**src/rtl/lic_timer.sv**
```systemverilog
module lic_timer #(
  parameter int TW = 32,
  parameter int CW = 32
) (
  input  logic          clk,
  input  logic          rst_n,
  input  logic [TW-1:0] tbase,
  input  logic          wr_en,
  input  logic [1:0]    wr_addr,
  input  logic [CW-1:0] wr_data,
  input  logic [1:0]    rd_addr,
  output logic [CW-1:0] rd_data,
  output logic          irq_valid,
  output logic [7:0]    irq_vector
);
  localparam int EW = ((TW > CW) ? TW : CW) + 1;

  logic [7:0]    vec_q;
  logic          mask_q, per_q, armed_q;
  logic [CW-1:0] init_q;
  logic [2:0]    sh_q;
  logic [TW-1:0] load_q;
  logic [CW:0]   tgt_q;

  wire [TW-1:0] raw   = tbase - load_q;
  wire [TW-1:0] ticks = raw >> sh_q;
  wire [EW-1:0] tk_e  = EW'(ticks);
  wire [EW-1:0] tg_e  = EW'(tgt_q);
  wire [CW:0]   period = {1'b0, init_q} + 1'b1;
  wire          live  = armed_q && (init_q != '0);
  wire          hit   = live && (tk_e >= tg_e);
  wire [CW-1:0] cur   = hit ? (per_q ? init_q : '0)
                      : live ? CW'(tg_e - tk_e - 1'b1) : '0;

  wire unused_ok = ^{wr_data[CW-1:18], wr_data[15:8]};

  always_comb begin
    case (rd_addr)
      2'd0:    rd_data = CW'({per_q, mask_q, 8'h00, vec_q});
      2'd1:    rd_data = init_q;
      2'd2:    rd_data = CW'(sh_q);
      default: rd_data = cur;
    endcase
  end

  always_ff @(posedge clk) begin
    if (!rst_n) begin
      vec_q      <= '0;
      mask_q     <= 1'b1;
      per_q      <= 1'b0;
      init_q     <= '0;
      sh_q       <= '0;
      load_q     <= '0;
      tgt_q      <= '0;
      armed_q    <= 1'b0;
      irq_valid  <= 1'b0;
      irq_vector <= '0;
    end else begin
      irq_valid  <= hit && !mask_q;
      irq_vector <= vec_q;
      if (hit) begin
        if (per_q) tgt_q <= tgt_q + period;
        else       armed_q <= 1'b0;
      end
      if (wr_en) begin
        case (wr_addr)
          2'd0: begin
            vec_q  <= wr_data[7:0];
            mask_q <= wr_data[16];
            per_q  <= wr_data[17];
          end
          2'd1: begin
            init_q  <= wr_data;
            load_q  <= tbase;
            tgt_q   <= {1'b0, wr_data} + 1'b1;
            armed_q <= 1'b1;
          end
          2'd2: sh_q <= wr_data[2:0];
          default: ;
        endcase
      end
    end
  end

  a_r7_mask_silences: assert property (@(posedge clk) disable iff (!rst_n)
    mask_q |=> !irq_valid);
  a_r6_zero_count_quiet: assert property (@(posedge clk) disable iff (!rst_n)
    (init_q == '0) |=> !irq_valid);
  a_r8_single_pulse: assert property (@(posedge clk) disable iff (!rst_n)
    irq_valid |=> !irq_valid);
  a_r4_idle_after_shot: assert property (@(posedge clk) disable iff (!rst_n)
    (!armed_q && !(wr_en && wr_addr == 2'd1)) |=> (!armed_q && !irq_valid));
  a_r9_count_bounded: assert property (@(posedge clk) disable iff (!rst_n)
    (rd_addr == 2'd3) |-> (rd_data <= init_q));
endmodule

```
**config.mk**
```make
export PLATFORM = sky130hd
export DESIGN_NAME = lic_timer
export DESIGN_NICKNAME = d
export VERILOG_FILES = /design/src/rtl/lic_timer.sv
export SDC_FILE = /design/constraint.sdc
export NUM_CORES = 1
export LEC_CHECK = 0
export BUFFER_PORTS_ARGS = -buffer_cell sky130_fd_sc_hd__buf_2
export CORE_MARGIN = 8
export CORE_UTILIZATION = 60
export CTS_CLUSTER_SIZE = 28
export DETAILED_ROUTE_END_ITERATION = 16
export HOLD_SLACK_MARGIN = 0.12
export PLACE_DENSITY = 0.89
export SETUP_SLACK_MARGIN = 0.5
export SLEW_MARGIN = 40
export SYNTH_ARGS = -nofsm -noshare
export SYNTH_HDL_FRONTEND = slang
export SYNTH_SLANG_ARGS = --single-unit
```
**constraint.sdc**
```tcl
create_clock -name clk -period 10.6 [get_ports clk]
set_clock_uncertainty 0.2 [all_clocks]
set_input_delay 0.53 -clock clk [delete_from_list [all_inputs] [get_ports clk]]
set_output_delay 0.53 -clock clk [all_outputs]
set_load 0.01 [all_outputs]
```
After elaboration in Yosys (flattened, before gate mapping)
Index checks and enable logic that the tools add are counted.
{ "classes": {"shift": 1, "reduce_logical": 10, "addsub": 6, "muxes": 12, "order_cmp": 1, "eq_ne": 4} }
{ "op_table": {"columns": ["op", "n"], "rows": [
  ["33-bit two-way mux", 4],
  ["32-bit two-way mux", 3],
  ["32-bit one-hot mux with 3 select lines", 1],
  ["32-bit by 1-bit adder with 33-bit output, second input constant", 2],
  ["32-bit subtractor", 2],
  ["33-bit adder", 1],
  ["32-bit by 33-bit greater-or-equal comparator with 1-bit output", 1],
  ["32-bit nonzero test", 1],
  ["32-bit by 3-bit >> shifter with 32-bit output", 1],
  ["32-bit by 1-bit subtractor with 32-bit output, second input constant", 1],
  ["2-bit AND reduction", 3],
  ["2-bit by 1-bit equality test with 1-bit output, second input constant", 2],
  ["2-bit equality test, second input constant", 2],
  ["2-bit logical NOT", 2],
  ["1-bit two-way mux", 4],
  ["1-bit logical AND", 3],
  ["1-bit logical NOT", 1]
]} }
{ "totals": {"elab_cells": 44, "output_inout_bits": 41, "input_bits": 71, "reg_bits": 120} }

Logic depth before layout (Yosys ltp)
{ "logic_depth": {"ltp_word": 7, "depth_mapped": 28} }

Worst setup path before layout
No wires, ideal clock.
{ "synth_timing": {"kind": "input to output", "from": "input port tbase[0]", "to": "output port rd_data[16]", "t_arrival_ns": 6.032, "setup_slack_ns": 3.838, "required_time_ns": 9.870, "cell_stages": 27, "path_cell_list": "inv_1 > ha_1 > inv_1 > fa_1 > a21o_1 > a2111oi_4 > o31a_2 > o21ai_2 > a21o_1 > a221oi_4 > o21ai_2 > xor2_1 > mux4_2 > mux2_2 > ha_1 > clkbuf_1 > and3_1 > nand3_1 > a2111oi_0 > o21ai_1 > a211oi_1 > nand2b_1 > and2_1 > buf_2 > buf_2 > a22oi_1 > o21ai_0"} }
{ "synth_between": {"elab_chain_cells": 7, "word_cells_on_any_way": 9, "cone_classes": "add/sub (3); order compare (1); shift (1); mux (3); reduce/logical (1)"} }
{ "synth_rtl": {"columns": ["element", "line", "rtl"], "rows": [
  ["start, declared", "7", "input logic [TW-1:0] tbase,"],
  ["32-bit subtractor (*)", "25", "wire [TW-1:0] raw = tbase - load_q;"],
  ["32-bit by 3-bit >> shifter with 32-bit output (*)", "26", "wire [TW-1:0] ticks = raw >> sh_q;"],
  ["32-bit subtractor", "33", ": live ? CW'(tg_e - tk_e - 1'b1) : '0;"],
  ["32-bit by 1-bit subtractor with 32-bit output", "33", null],
  ["32-bit two-way mux", "33", null],
  ["32-bit two-way mux (*)", "32", "wire [CW-1:0] cur = hit ? (per_q ? init_q : '0)"],
  ["32-bit one-hot mux with 3 select lines (*)", "38", "case (rd_addr)"],
  ["end, declared", "12", "output logic [CW-1:0] rd_data,"]
]} }
Mark *: on every way between the ends. The rest lies on a longest branch, timed or not.

Worst setup path in the final report
{ "layout_timing": {"from": "register load_q[0]", "to": "output port rd_data[16]"} }
{ "layout_between": {"elab_chain_cells": 7, "word_cells_on_any_way": 9, "cone_classes": "add/sub (3); order compare (1); shift (1); mux (3); reduce/logical (1)"} }
{ "layout_rtl": {"columns": ["element", "line", "rtl"], "rows": [
  ["start, declared", "22", "logic [TW-1:0] load_q;"],
  ["start signal, assigned", "74", "load_q <= tbase;"],
  ["32-bit subtractor (*)", "25", null],
  ["32-bit by 3-bit >> shifter with 32-bit output (*)", "26", null],
  ["32-bit subtractor", "33", null],
  ["32-bit by 1-bit subtractor with 32-bit output", "33", null],
  ["32-bit two-way mux", "33", null],
  ["32-bit two-way mux (*)", "32", null],
  ["32-bit one-hot mux with 3 select lines (*)", "38", null]
]} }
Marked as above.

==> impl_summary.md <==
Place
The sum of net half-perimeters after detailed placement is 28400 um. After detailed placement, the total cell area comes to 13300 sq um. The number of buffer cells added on primary ports is ~110. Including well taps, the total number of placed cells is 2018.

The weighted congestion at the end of routability-driven global placement is 0.956. Timing analysis after detailed placement gives a worst setup slack of 2500 ps.

Worst setup path
Across all register-to-register paths, the minimum setup slack is 3810 ps. The critical path in this run is classified as reg2out. The worst setup path is captured at an output port. The worst setup path is launched from a register. Of all nets on the critical path, the largest fanout is 49. The slowest stage of the critical path belongs to the cell sky130_fd_sc_hd__and2_2.

In this design, the stage delay of the slowest critical-path cell is roughly 560 ps. On the critical path the largest part of the delay comes from compound AO/OA/AOI/OAI gates. At the worst endpoint, the required time is 9870 ps. The total buffers and inverters traversed by the critical path is 3. The start of the worst register-to-register path is load_q[0]$_SDFFE_PN0P_. The data arrival at the endpoint of the critical path is roughly 7600 ps. The logic depth of the worst register-to-register path is 22. In this run the critical register-to-register path is captured at tg_e[27]$_SDFF_PN0_.

Detailed routing
The total length of routed wires is roughly 38000 um. Dividing the detail-routed wire length by the instance count gives 18.5 um. The DRC violation count after routing is 0. Detailed routing inserted a total of 13000 vias. In this run, the number of DRC markers left after iteration 0 of detailed routing was 1077.

The iteration count of the initial detailed-routing pass is 6. In this run the remaining antenna-violating nets after routing total 0. After detailed routing, the number of vias per cell comes to 6.32.

Power and ir drop
Power comes to 1.70 mW. In this run the power density over the cells is ~120 nW/um^2. Summed over all cells, the static leakage comes to 6.08 nW.

The worst-case IR drop observed on VDD is 0.000118 V.

Clocking
Gates resized during post-CTS repair numbered 0. The CTS buffer count is 17. Hold repair after CTS inserted 0 buffers. The number of buffers on the longest clock path is 2. The clock tree from TritonCTS is done.

The clock tree synthesis step divided the H-tree into 4 levels. The number of setup buffers added after CTS is 0. The clock net in this run drives a total of 120 sinks. The worst-skew pair later-pin latency is 430 ps. The cell chosen for the clock root is sky130_fd_sc_hd__clkbuf_16. After clock tree synthesis, the clock-pin slew on the worst setup and hold paths is 70 ps.

Floorplan
The total area inside the core boundary comes to 20900 sq um. The floorplan die width is 161 um. In this run the count of I/O pins placed on the die edge is between 100 and 150. The floorplan row count is 53. The die covers 26100 sq um. The effective utilization at floorplan is 60.8%. Measured along the y axis, the die boundary spans 161 um.

Final layout
Counting the fill cells in the layout gives between 1500 and 2000. The total area of sequential cells is 2400 sq um. The synthesis-to-layout area growth is 9.51%. In the final layout, the multi-input gates occupy approximately 9600 sq um.

After routing the design area is 13900 sq um. 0 antenna diodes ended up in the layout. Of the cells placed in the final design, the portion with a size suffix greater than 1 is roughly 11%. For this run, the share of the core covered by cells in the final layout is between 60% and 70%.

The finished layout holds around 2000 standard cells, fillers aside. For this run, the post-layout net count is approximately 2000.

Timing
The final hold violation count was 0. Setup repair after global routing left no endpoint under its margin. The number of max-slew violations in the final report was 0. Setup total negative slack on the finished layout was measured at 0 ps. Counting I/O delays and the setup requirement, the final critical path takes approximately 8400 ps. In this run the tightest slew margin relative to its limit is 42.5%. The final hold slack is 161 ps. The count of final setup violators is 0. The upper clock frequency limit is roughly 0.12 GHz.

Dividing the final minimum period by the clock period gives 78.8%. The final worst slack is ~2200 ps. The transition time at the pin with the least slew margin is 862 ps.

Outcome
The flow ran to the end, and the final reports show no timing, DRC or antenna violations.

Synthesis
After synthesis, the netlist uses 75 different library cells. The synthesized netlist devotes 7.79% of its cell area to XOR and XNOR gates. For this run, the number of Yosys warnings is 0. The post-synth net total is ~1900. The share of synthesized area spent on multiplexers is 7.59%. The area fraction in and, or, nand and nor cells after synthesis is 19.0%. The leading register cell type out of synthesis is sky130_fd_sc_hd__dfxtp_1. After Yosys synthesis, full adders, half adders and majority gates account for 12.9% of the synthesized area. The post-synthesis sequential area ratio is 18.9%. Of all flip-flops after synthesis, the portion carrying an async set or reset was 0%.

In this run, synthesis produced a sequential element count of 120. The post-synthesis instance area is 12700 sq um. In this run the biggest area consumer among cell types represents 18.9% of the synthesized area.

Sorting the synthesized cells by area gives the leading types as sky130_fd_sc_hd__dfxtp_1, sky130_fd_sc_hd__ha_1, sky130_fd_sc_hd__nand2_1, sky130_fd_sc_hd__a21oi_1, sky130_fd_sc_hd__mux2i_1. The biggest area contributor in the post-synthesis netlist is sky130_fd_sc_hd__dfxtp_1. Counting instances in the post-synthesis netlist gives the leading cell types as sky130_fd_sc_hd__nand2_1, sky130_fd_sc_hd__a21oi_1, sky130_fd_sc_hd__ha_1. The number of enable-type register cells in the synthesized netlist is 0. The synthesized netlist devotes 28.0% of its cell area to compound gates. The dominant cell by count in the synthesized netlist is sky130_fd_sc_hd__nand2_1.

After synthesis, the largest family of logic cells by area is compound AO/OA/AOI/OAI gates. Synthesis produced approximately 1700 cells. The average size of a mapped cell is 7.40 sq um.

GRT
The first global-routing pass estimated 60900 um of wire. The via count of the first global-routing pass is 12300. The leftover overflow at the end of global routing is 0.

The total global routing track utilization is 28.0%. Entering global routing, the biggest net connects 71 pins. The initial antenna violation count is 0.

Run
Max-cap violations in this run came to 0.

Worst hold path
The source of the worst hold timing path is tbase[29]. The cell count of the worst hold path is 3. The worst hold-check path type is in2reg.

The worst hold path terminates at load_q[29]$_SDFFE_PN0P_.
[layout make-up]
cell class / instances / share of cell area (%)
Timing Repair Buffer: 121 / 4.53
Clock inverter: 13 / 0.882
Clock buffer: 18 / 3.16
Tap cell: 275 / 2.47
Sequential cell: 120 / 17.3
Multi-Input combinational cell: 1401 / 69.0
Inverter: 101 / 2.73
[worst reg2reg max path, delay by kind of cell, from the launching register on]
kind | cells | cell delay (ps)
muxes | 2 | 810
AOI/OAI and AO/OA | 11 | 2790
xor gates and xnor gates | 1 | 170
DFF | 1 | 330
adders and majority gates | 3 | 1020
and+or+nand+nor | 3 | 780
buffers and inverters | 2 | 600
[state kept, by name, summed over array words and instances (netlist names)]
signal,flops
armed_q,1
init_q,32
irq_valid,1
irq_vector,8
load_q,32
mask_q,1
per_q,1
sh_q,3
tg_e,33
vec_q,8
[report_power, final]
group | leakage [nW] | switching [mW] | internal, mW
clock network | 0.277 | 0.245 | 0.330
registers | 0.976 | 0.0207 | 0.468
logic | 4.83 | 0.386 | 0.253
total | 6.08 | 0.652 | 1.05
[layout by cell type, fill, tap and decap left out, types with 23 or more instances in the layout]
cell type / netlist / final
sky130_fd_sc_hd__ha_1: 126 / 126
sky130_fd_sc_hd__mux2i_1: 67 / 67
sky130_fd_sc_hd__nor2_1: 87 / 86
sky130_fd_sc_hd__inv_1: 99 / 99
sky130_fd_sc_hd__a21boi_0: 71 / 71
sky130_fd_sc_hd__nand4_1: 30 / 30
sky130_fd_sc_hd__buf_2: 8 / 111
sky130_fd_sc_hd__dfxtp_1: 120 / 120
sky130_fd_sc_hd__xor2_1: 50 / 50
sky130_fd_sc_hd__nor2b_1: 23 / 23
sky130_fd_sc_hd__nand3_1: 40 / 39
sky130_fd_sc_hd__a21oi_1: 141 / 141
sky130_fd_sc_hd__nand2_1: 242 / 242
sky130_fd_sc_hd__a21o_1: 58 / 58
sky130_fd_sc_hd__xnor2_1: 63 / 63
sky130_fd_sc_hd__o21ai_0: 116 / 116
[cell families after synthesis]
kind of cell               after synthesis
and+or+nand+nor                        526
buffers and inverters                  195
muxes                                   90
adders and majority gates              129
xor gates and xnor gates               113
DFF                                    120
AOI/OAI and AO/OA                      543
[routing by layer]
layer  up-vias  global-route usage [%]  share of wire [%]
li1       6204                       -                  -
met5         -                       0                  0
met4         0                    11.4                4.0
met2       645                    47.4                 47
met3       116                    4.89                8.4
met1      5988                    34.5                 41
[worst max-delay path by stage]
stage / cells after the start / endpoint / from
finish: 25 / rd_data[16] / load_q[0]$_SDFFE_PN0P_
global route: 25 / rd_data[16] / load_q[0]$_SDFFE_PN0P_
CTS: 25 / rd_data[16] / load_q[0]$_SDFFE_PN0P_
detailed placement: 27 / rd_data[16] / tbase[0]
global placement: 27 / rd_data[16] / tbase[0]
floorplan: 27 / rd_data[16] / tbase[0]
Note: power is estimated with default switching activity, not from simulation.
